`src/rtl/sbw_pkg.sv`:
```
package sbw_pkg;

    localparam int SBW_PREGS   = 32;
    localparam int SBW_TAG_W   = 6;
    localparam int SBW_ENTRIES = 8;
    localparam int SBW_SRCS    = 2;

    typedef struct packed {
        logic [SBW_TAG_W-1:0] tag;
        logic                 rdy;
    } src_t;

    function automatic logic tag_live(input logic [SBW_TAG_W-1:0] t,
                                      input int unsigned limit);
        return 32'(t) < limit;
    endfunction

endpackage

```
`src/rtl/sbw_board.sv`:
```
module sbw_board
    import sbw_pkg::*;
#(
    parameter int NUM_PREGS = SBW_PREGS
) (
    input  logic                 clk,
    input  logic                 rst,
    input  logic                 set_en,
    input  logic [SBW_TAG_W-1:0] set_tag,
    input  logic                 clr_en,
    input  logic [SBW_TAG_W-1:0] clr_tag,
    output logic [NUM_PREGS-1:0] ready_bits
);
    localparam int PIDX_W = (NUM_PREGS > 1) ? $clog2(NUM_PREGS) : 1;

    logic [PIDX_W-1:0] set_idx;
    logic [PIDX_W-1:0] clr_idx;

    assign set_idx = set_tag[PIDX_W-1:0];
    assign clr_idx = clr_tag[PIDX_W-1:0];

    for (genvar p = 0; p < NUM_PREGS; p++) begin : g_bit
        always_ff @(posedge clk) begin
            if (rst) begin
                ready_bits[p] <= 1'b0;
            end else if (clr_en && clr_idx == PIDX_W'(p)) begin
                // a new producer claims the register: clear wins over set
                ready_bits[p] <= 1'b0;
            end else if (set_en && set_idx == PIDX_W'(p)) begin
                ready_bits[p] <= 1'b1;
            end
        end
    end

endmodule

```
`src/rtl/sbw_slot.sv`:
```
module sbw_slot
    import sbw_pkg::*;
#(
    parameter int NUM_SRC = SBW_SRCS
) (
    input  logic                 clk,
    input  logic                 rst,
    input  logic                 load,
    input  src_t [NUM_SRC-1:0]   load_src,
    input  logic                 squash,
    input  logic                 wake_en,
    input  logic [SBW_TAG_W-1:0] wake_tag,
    output logic                 valid,
    output src_t [NUM_SRC-1:0]   src_q,
    output logic                 req
);
    logic fired_q;
    logic all_rdy;

    always_comb begin
        all_rdy = 1'b1;
        for (int s = 0; s < NUM_SRC; s++) begin
            all_rdy = all_rdy & src_q[s].rdy;
        end
    end

    assign req = valid && all_rdy && !fired_q;

    always_ff @(posedge clk) begin
        if (rst) begin
            valid   <= 1'b0;
            fired_q <= 1'b0;
            src_q   <= '0;
        end else if (load) begin
            valid   <= 1'b1;
            fired_q <= 1'b0;
            src_q   <= load_src;
        end else begin
            if (squash) begin
                valid <= 1'b0;
            end
            if (req) begin
                fired_q <= 1'b1;
            end
            for (int s = 0; s < NUM_SRC; s++) begin
                if (valid && wake_en && src_q[s].tag == wake_tag) begin
                    src_q[s].rdy <= 1'b1;
                end
            end
        end
    end

endmodule

```
`src/rtl/phys_scoreboard_wakeup.sv`:
```
module phys_scoreboard_wakeup
    import sbw_pkg::*;
#(
    parameter int NUM_PREGS   = SBW_PREGS,
    parameter int NUM_ENTRIES = SBW_ENTRIES,
    parameter int NUM_SRC     = SBW_SRCS
) (
    input  logic                                        clk,
    input  logic                                        rst,
    input  logic                                        disp_valid,
    input  logic [$clog2(NUM_ENTRIES)-1:0]              disp_entry,
    input  logic [NUM_SRC-1:0][SBW_TAG_W-1:0]           disp_src_tag,
    input  logic [NUM_SRC-1:0]                          disp_src_rdy,
    input  logic                                        disp_has_dst,
    input  logic [SBW_TAG_W-1:0]                        disp_dst_tag,
    input  logic                                        cmp_valid,
    input  logic [SBW_TAG_W-1:0]                        cmp_tag,
    input  logic [NUM_ENTRIES-1:0]                      squash_mask,
    output logic [NUM_ENTRIES-1:0]                      issue_ready,
    output logic                                        dst_conflict
);
    localparam int ENT_W  = $clog2(NUM_ENTRIES);
    localparam int PIDX_W = (NUM_PREGS > 1) ? $clog2(NUM_PREGS) : 1;

    logic [NUM_PREGS-1:0]   sb_bits;
    logic                   wake_en;
    logic                   clr_en;
    src_t [NUM_SRC-1:0]     init_src;
    logic [NUM_ENTRIES-1:0] slot_valid;
    src_t [NUM_SRC-1:0]     slot_src [NUM_ENTRIES];
    logic                   waiter_hit;

    assign wake_en = cmp_valid && tag_live(cmp_tag, NUM_PREGS);
    assign clr_en  = disp_valid && disp_has_dst && tag_live(disp_dst_tag, NUM_PREGS);

    sbw_board #(.NUM_PREGS(NUM_PREGS)) u_board (
        .clk        (clk),
        .rst        (rst),
        .set_en     (wake_en),
        .set_tag    (cmp_tag),
        .clr_en     (clr_en),
        .clr_tag    (disp_dst_tag),
        .ready_bits (sb_bits)
    );

    // readiness of each source as it enters a slot, including a
    // completion arriving in the same cycle
    always_comb begin
        for (int s = 0; s < NUM_SRC; s++) begin
            init_src[s].tag = disp_src_tag[s];
            if (!tag_live(disp_src_tag[s], NUM_PREGS)) begin
                init_src[s].rdy = 1'b1;
            end else begin
                init_src[s].rdy = disp_src_rdy[s]
                               || sb_bits[disp_src_tag[s][PIDX_W-1:0]]
                               || (wake_en && cmp_tag == disp_src_tag[s]);
            end
        end
    end

    for (genvar e = 0; e < NUM_ENTRIES; e++) begin : g_slot
        sbw_slot #(.NUM_SRC(NUM_SRC)) u_slot (
            .clk      (clk),
            .rst      (rst),
            .load     (disp_valid && disp_entry == ENT_W'(e)),
            .load_src (init_src),
            .squash   (squash_mask[e]),
            .wake_en  (wake_en),
            .wake_tag (cmp_tag),
            .valid    (slot_valid[e]),
            .src_q    (slot_src[e]),
            .req      (issue_ready[e])
        );
    end

    always_comb begin
        waiter_hit = 1'b0;
        for (int e = 0; e < NUM_ENTRIES; e++) begin
            for (int s = 0; s < NUM_SRC; s++) begin
                if (slot_valid[e] && !slot_src[e][s].rdy
                    && slot_src[e][s].tag == disp_dst_tag) begin
                    waiter_hit = 1'b1;
                end
            end
        end
    end

    assign dst_conflict = clr_en && waiter_hit;

endmodule

```
`config.mk`:
```
export PLATFORM = sky130hd
export DESIGN_NAME = phys_scoreboard_wakeup
export DESIGN_NICKNAME = d
export VERILOG_FILES = /design/src/rtl/sbw_pkg.sv /design/src/rtl/sbw_board.sv /design/src/rtl/sbw_slot.sv /design/src/rtl/phys_scoreboard_wakeup.sv
export SDC_FILE = /design/constraint.sdc
export NUM_CORES = 1
export LEC_CHECK = 0
export ABC_AREA = 1
export BUFFER_PORTS_ARGS = -buffer_cell sky130_fd_sc_hd__buf_2
export CORE_UTILIZATION = 30
export DETAILED_ROUTE_END_ITERATION = 16
export SLEW_MARGIN = 30
export SYNTH_ARGS = -nofsm -noshare
export SYNTH_HDL_FRONTEND = slang
export SYNTH_SLANG_ARGS = --single-unit
```
`constraint.sdc`:
```
create_clock -name clk -period 2.4 [get_ports clk]
set_clock_uncertainty 0.05 [all_clocks]
set_input_delay 0.36 -clock clk [delete_from_list [all_inputs] [get_ports clk]]
set_output_delay 0.36 -clock clk [all_outputs]
set_load 0.01 [all_outputs]
```
==> reports/metrics.cfg <==
[setup_path]
cpPeakStageDelay_ps=410
r2r_cells=10
required_ps=1990
cp_cell_sequence=inv_1 -> a211oi_1 -> nand3_1 -> nand2_1 -> nor2_1 -> nand2_1 -> nor2_1 -> nor2_1 -> buf_2
start_kind=flop
critPathSlowestCell=dfxtp_1
worstSetupEndpointType=primary output
crit_arrival_ps=1870
crit_top_cell=nor2_1
critPathTopFamily=simple AND/OR/NAND/NOR gates
reg2reg_from=u_board.ready_bits[21]$_SDFFE_PP0P_
path_depth=9
path_max_fanout=4
critPathLaunch=g_slot[3].u_slot.src_q[12]$_SDFFE_PP0P_
crit_buf_inv=2
path_class=flop to primary output

[placement]
port_buffers=50
gp_congestion=0.926
dpl.hpwl_um=23500

[power_and_ir_drop]
leakage_nw=4.29
seqPwrFrac=0.432
ir_drop_mv=0.469
p_per_area_nw_per_um2=610
p_int_mw=4.53
pwr-share-clk=0.421
switching_share=0.302
comb_power_share=0.147
power_switching_mw=1.96

[yosys]
syn_inst=1467
synth_edf_count=0
ys_seq_area_frac=0.335
synthesis.nets=1509
synth_area_um2=9560
synthArstFlopShare=0
synth.avg_cell_area_um2=6.51
ys_types=36
yosys_warnings=0
ys_dominant_reg_cell=dfxtp_1
ys_ff_latch=160

[timing]
post-route-min-period_ps=2280
relSlewSlack=0.496
finalSetupTns_ps=0
setup_viol=0
rsz0062_at_grt=no
worstMarginPinSlew_ps=756
whs_ps=146
slew_violations=0
clock.fmax_mhz=438
final-hold-violation-count=0
period_share=0.951

[clock_network]
htree_levels=4
cts_inserted_buffers=17
cts_tree=built
hold_buffers=0
clock_latency_ps=440
ctsLongestPathBuffers=2
path_clk_slew_ps=70
cts_sinks=160
cts_root_buf=clkbuf_16

[run]
drv_cap=0

[detailed_routing]
ant_nets=0
dr_total_vias=9987
vias_per_cell=5.29
drcViolationCount=0
drtIter0Drc=926
wl_per_cell_um=19.0
wl_um=35800
dr.pass1.iters=5

[worst_hold_path]
hp-class=input pin to flop
worstHoldPathCells=4
hold_start=squash_mask[7]

[layout]
final_cell_mix=nand2_1 (283), nor2_1 (176), o21ai_0 (162), dfxtp_1 (156), a21oi_1 (142)
drive_gt1_frac=0.112
syn_to_final_growth_pct=11.3
layout_commonest_cell=nand2_1
nets=1520
fin_util=0.343

[floorplan]
die_h_um=180
fp.dieW_um=180
fp.dieArea_um2=32600
io_pins=51
core.rowCount=64
core_region_area_um2=31000
initial_utilization=0.308

[run_status]
status=finished clean

[global_route]
grt_overflow=0
gr-usage-all-layers=0.218
grt_pass1_vias=9140
grt_max_degree=153
antenna_found_initial=3
grt_pass1_wl_um=54400

==> worst paths after layout <==
| kind | endpoint | slack [ps] |
|---|---|---|
| setup / recovery | dst_conflict | 120 |
| hold / removal | g_slot[7].u_slot.valid$_SDFFE_PP0P_ | 150 |
| setup reg to reg | g_slot[1].u_slot.src_q[7]$_SDFFE_PP0P_ | 860 |
| hold reg to reg | u_board.ready_bits[30]$_SDFFE_PP0P_ | 430 |
==> power by group through the flow <==
stage | logic (mW) | clock network [mW] | registers (mW)
2_1_floorplan | 0.632 | 0 | 2.83
3_3_place_gp | 0.918 | 0 | 2.86
3_5_place_dp | 0.925 | 0 | 2.86
4_1_cts | 0.929 | 2.76 | 2.80
5_1_grt | 1.03 | 2.89 | 2.81
6_report | 0.951 | 2.73 | 2.80
==> synth_stat cells (2+ instances only) <==
cell type	number	share of area
nand2_1	283	0.11
nor2_4	4	0.0047
inv_1	137	0.054
buf_4	21	0.016
inv_2	12	0.0047
dfxtp_1	160	0.34
o211ai_1	18	0.014
a21oi_1	142	0.074
nand3_1	110	0.058
buf_1	2	0.00079
nor4_1	8	0.0052
buf_6	17	0.020
inv_4	3	0.0020
o21ai_0	163	0.085
nand2_2	6	0.0039
xor2_1	29	0.027
nor2_2	7	0.0046
o21ai_1	3	0.0016
clkinv_1	3	0.0012
or2_1	2	0.0013
nor3_1	8	0.0042
nand4_1	31	0.020
clkbuf_1	22	0.0086
buf_2	32	0.017
nand3_4	2	0.0037
o2111ai_1	4	0.0037
nor2_1	178	0.070
or2_2	6	0.0039
o22ai_1	22	0.014
xnor2_1	26	0.024
==> timing repair <==
action	CTS	global route
setup buffers	0	0
gates resized for setup	0	8
endpoints found under the setup margin	0	1
==> tightest hold or removal path, cell delays in order <==
cell and delay (ps):
buf_2 80, nor2_1 30, nor2_1 90, nor2_1 40
==> final cells by class <==
type,count,area [um^2]
fillers,3304,20400
multi-input cells,1058,5170
flip-flops and latches,160,3210
inverters,155,591
repair buffers,86,583
well taps,396,495
clock buffers,19,453
clock inverters,13,128
diodes,1,2.50
==> registers in the layout, indices dropped and copies added, names as in the netlist <==
signal,cells
g_slot.u_slot.src_q,112
u_board.ready_bits,32
g_slot.u_slot.fired_q,8
g_slot.u_slot.valid,8
==> stage by stage <==
stage                     instance area (um^2)  std cells  total power [mW]  setup WS [ps]
after floorplan                           9560       1467              3.47            667
after global placement                   10000       1855              3.78            284
after detailed placement                 10000       1855              3.78            297
after CTS                                10600       1887              6.49           33.2
after global routing                     10600       1887              6.73           4.52
final                                    10600       1888              6.49            117
==> per-layer routing <==
metal  GRT usage  vias to the layer above  wire length, um
met3      0.0485                      105             3250
met2       0.341                      476            15600
met1       0.287                     4578            15500
met4      0.0971                        2             1450
met5           0                        -               10
li1            -                     4826                -
==> cells by family after synthesis <==
logic type | share of synthesized area
compound gates | 0.199
simple gates | 0.291
buf+inv | 0.124
xor+xnor | 0.0504
flops | 0.335
No activity file was read; power rests on OpenSTA's default activity.
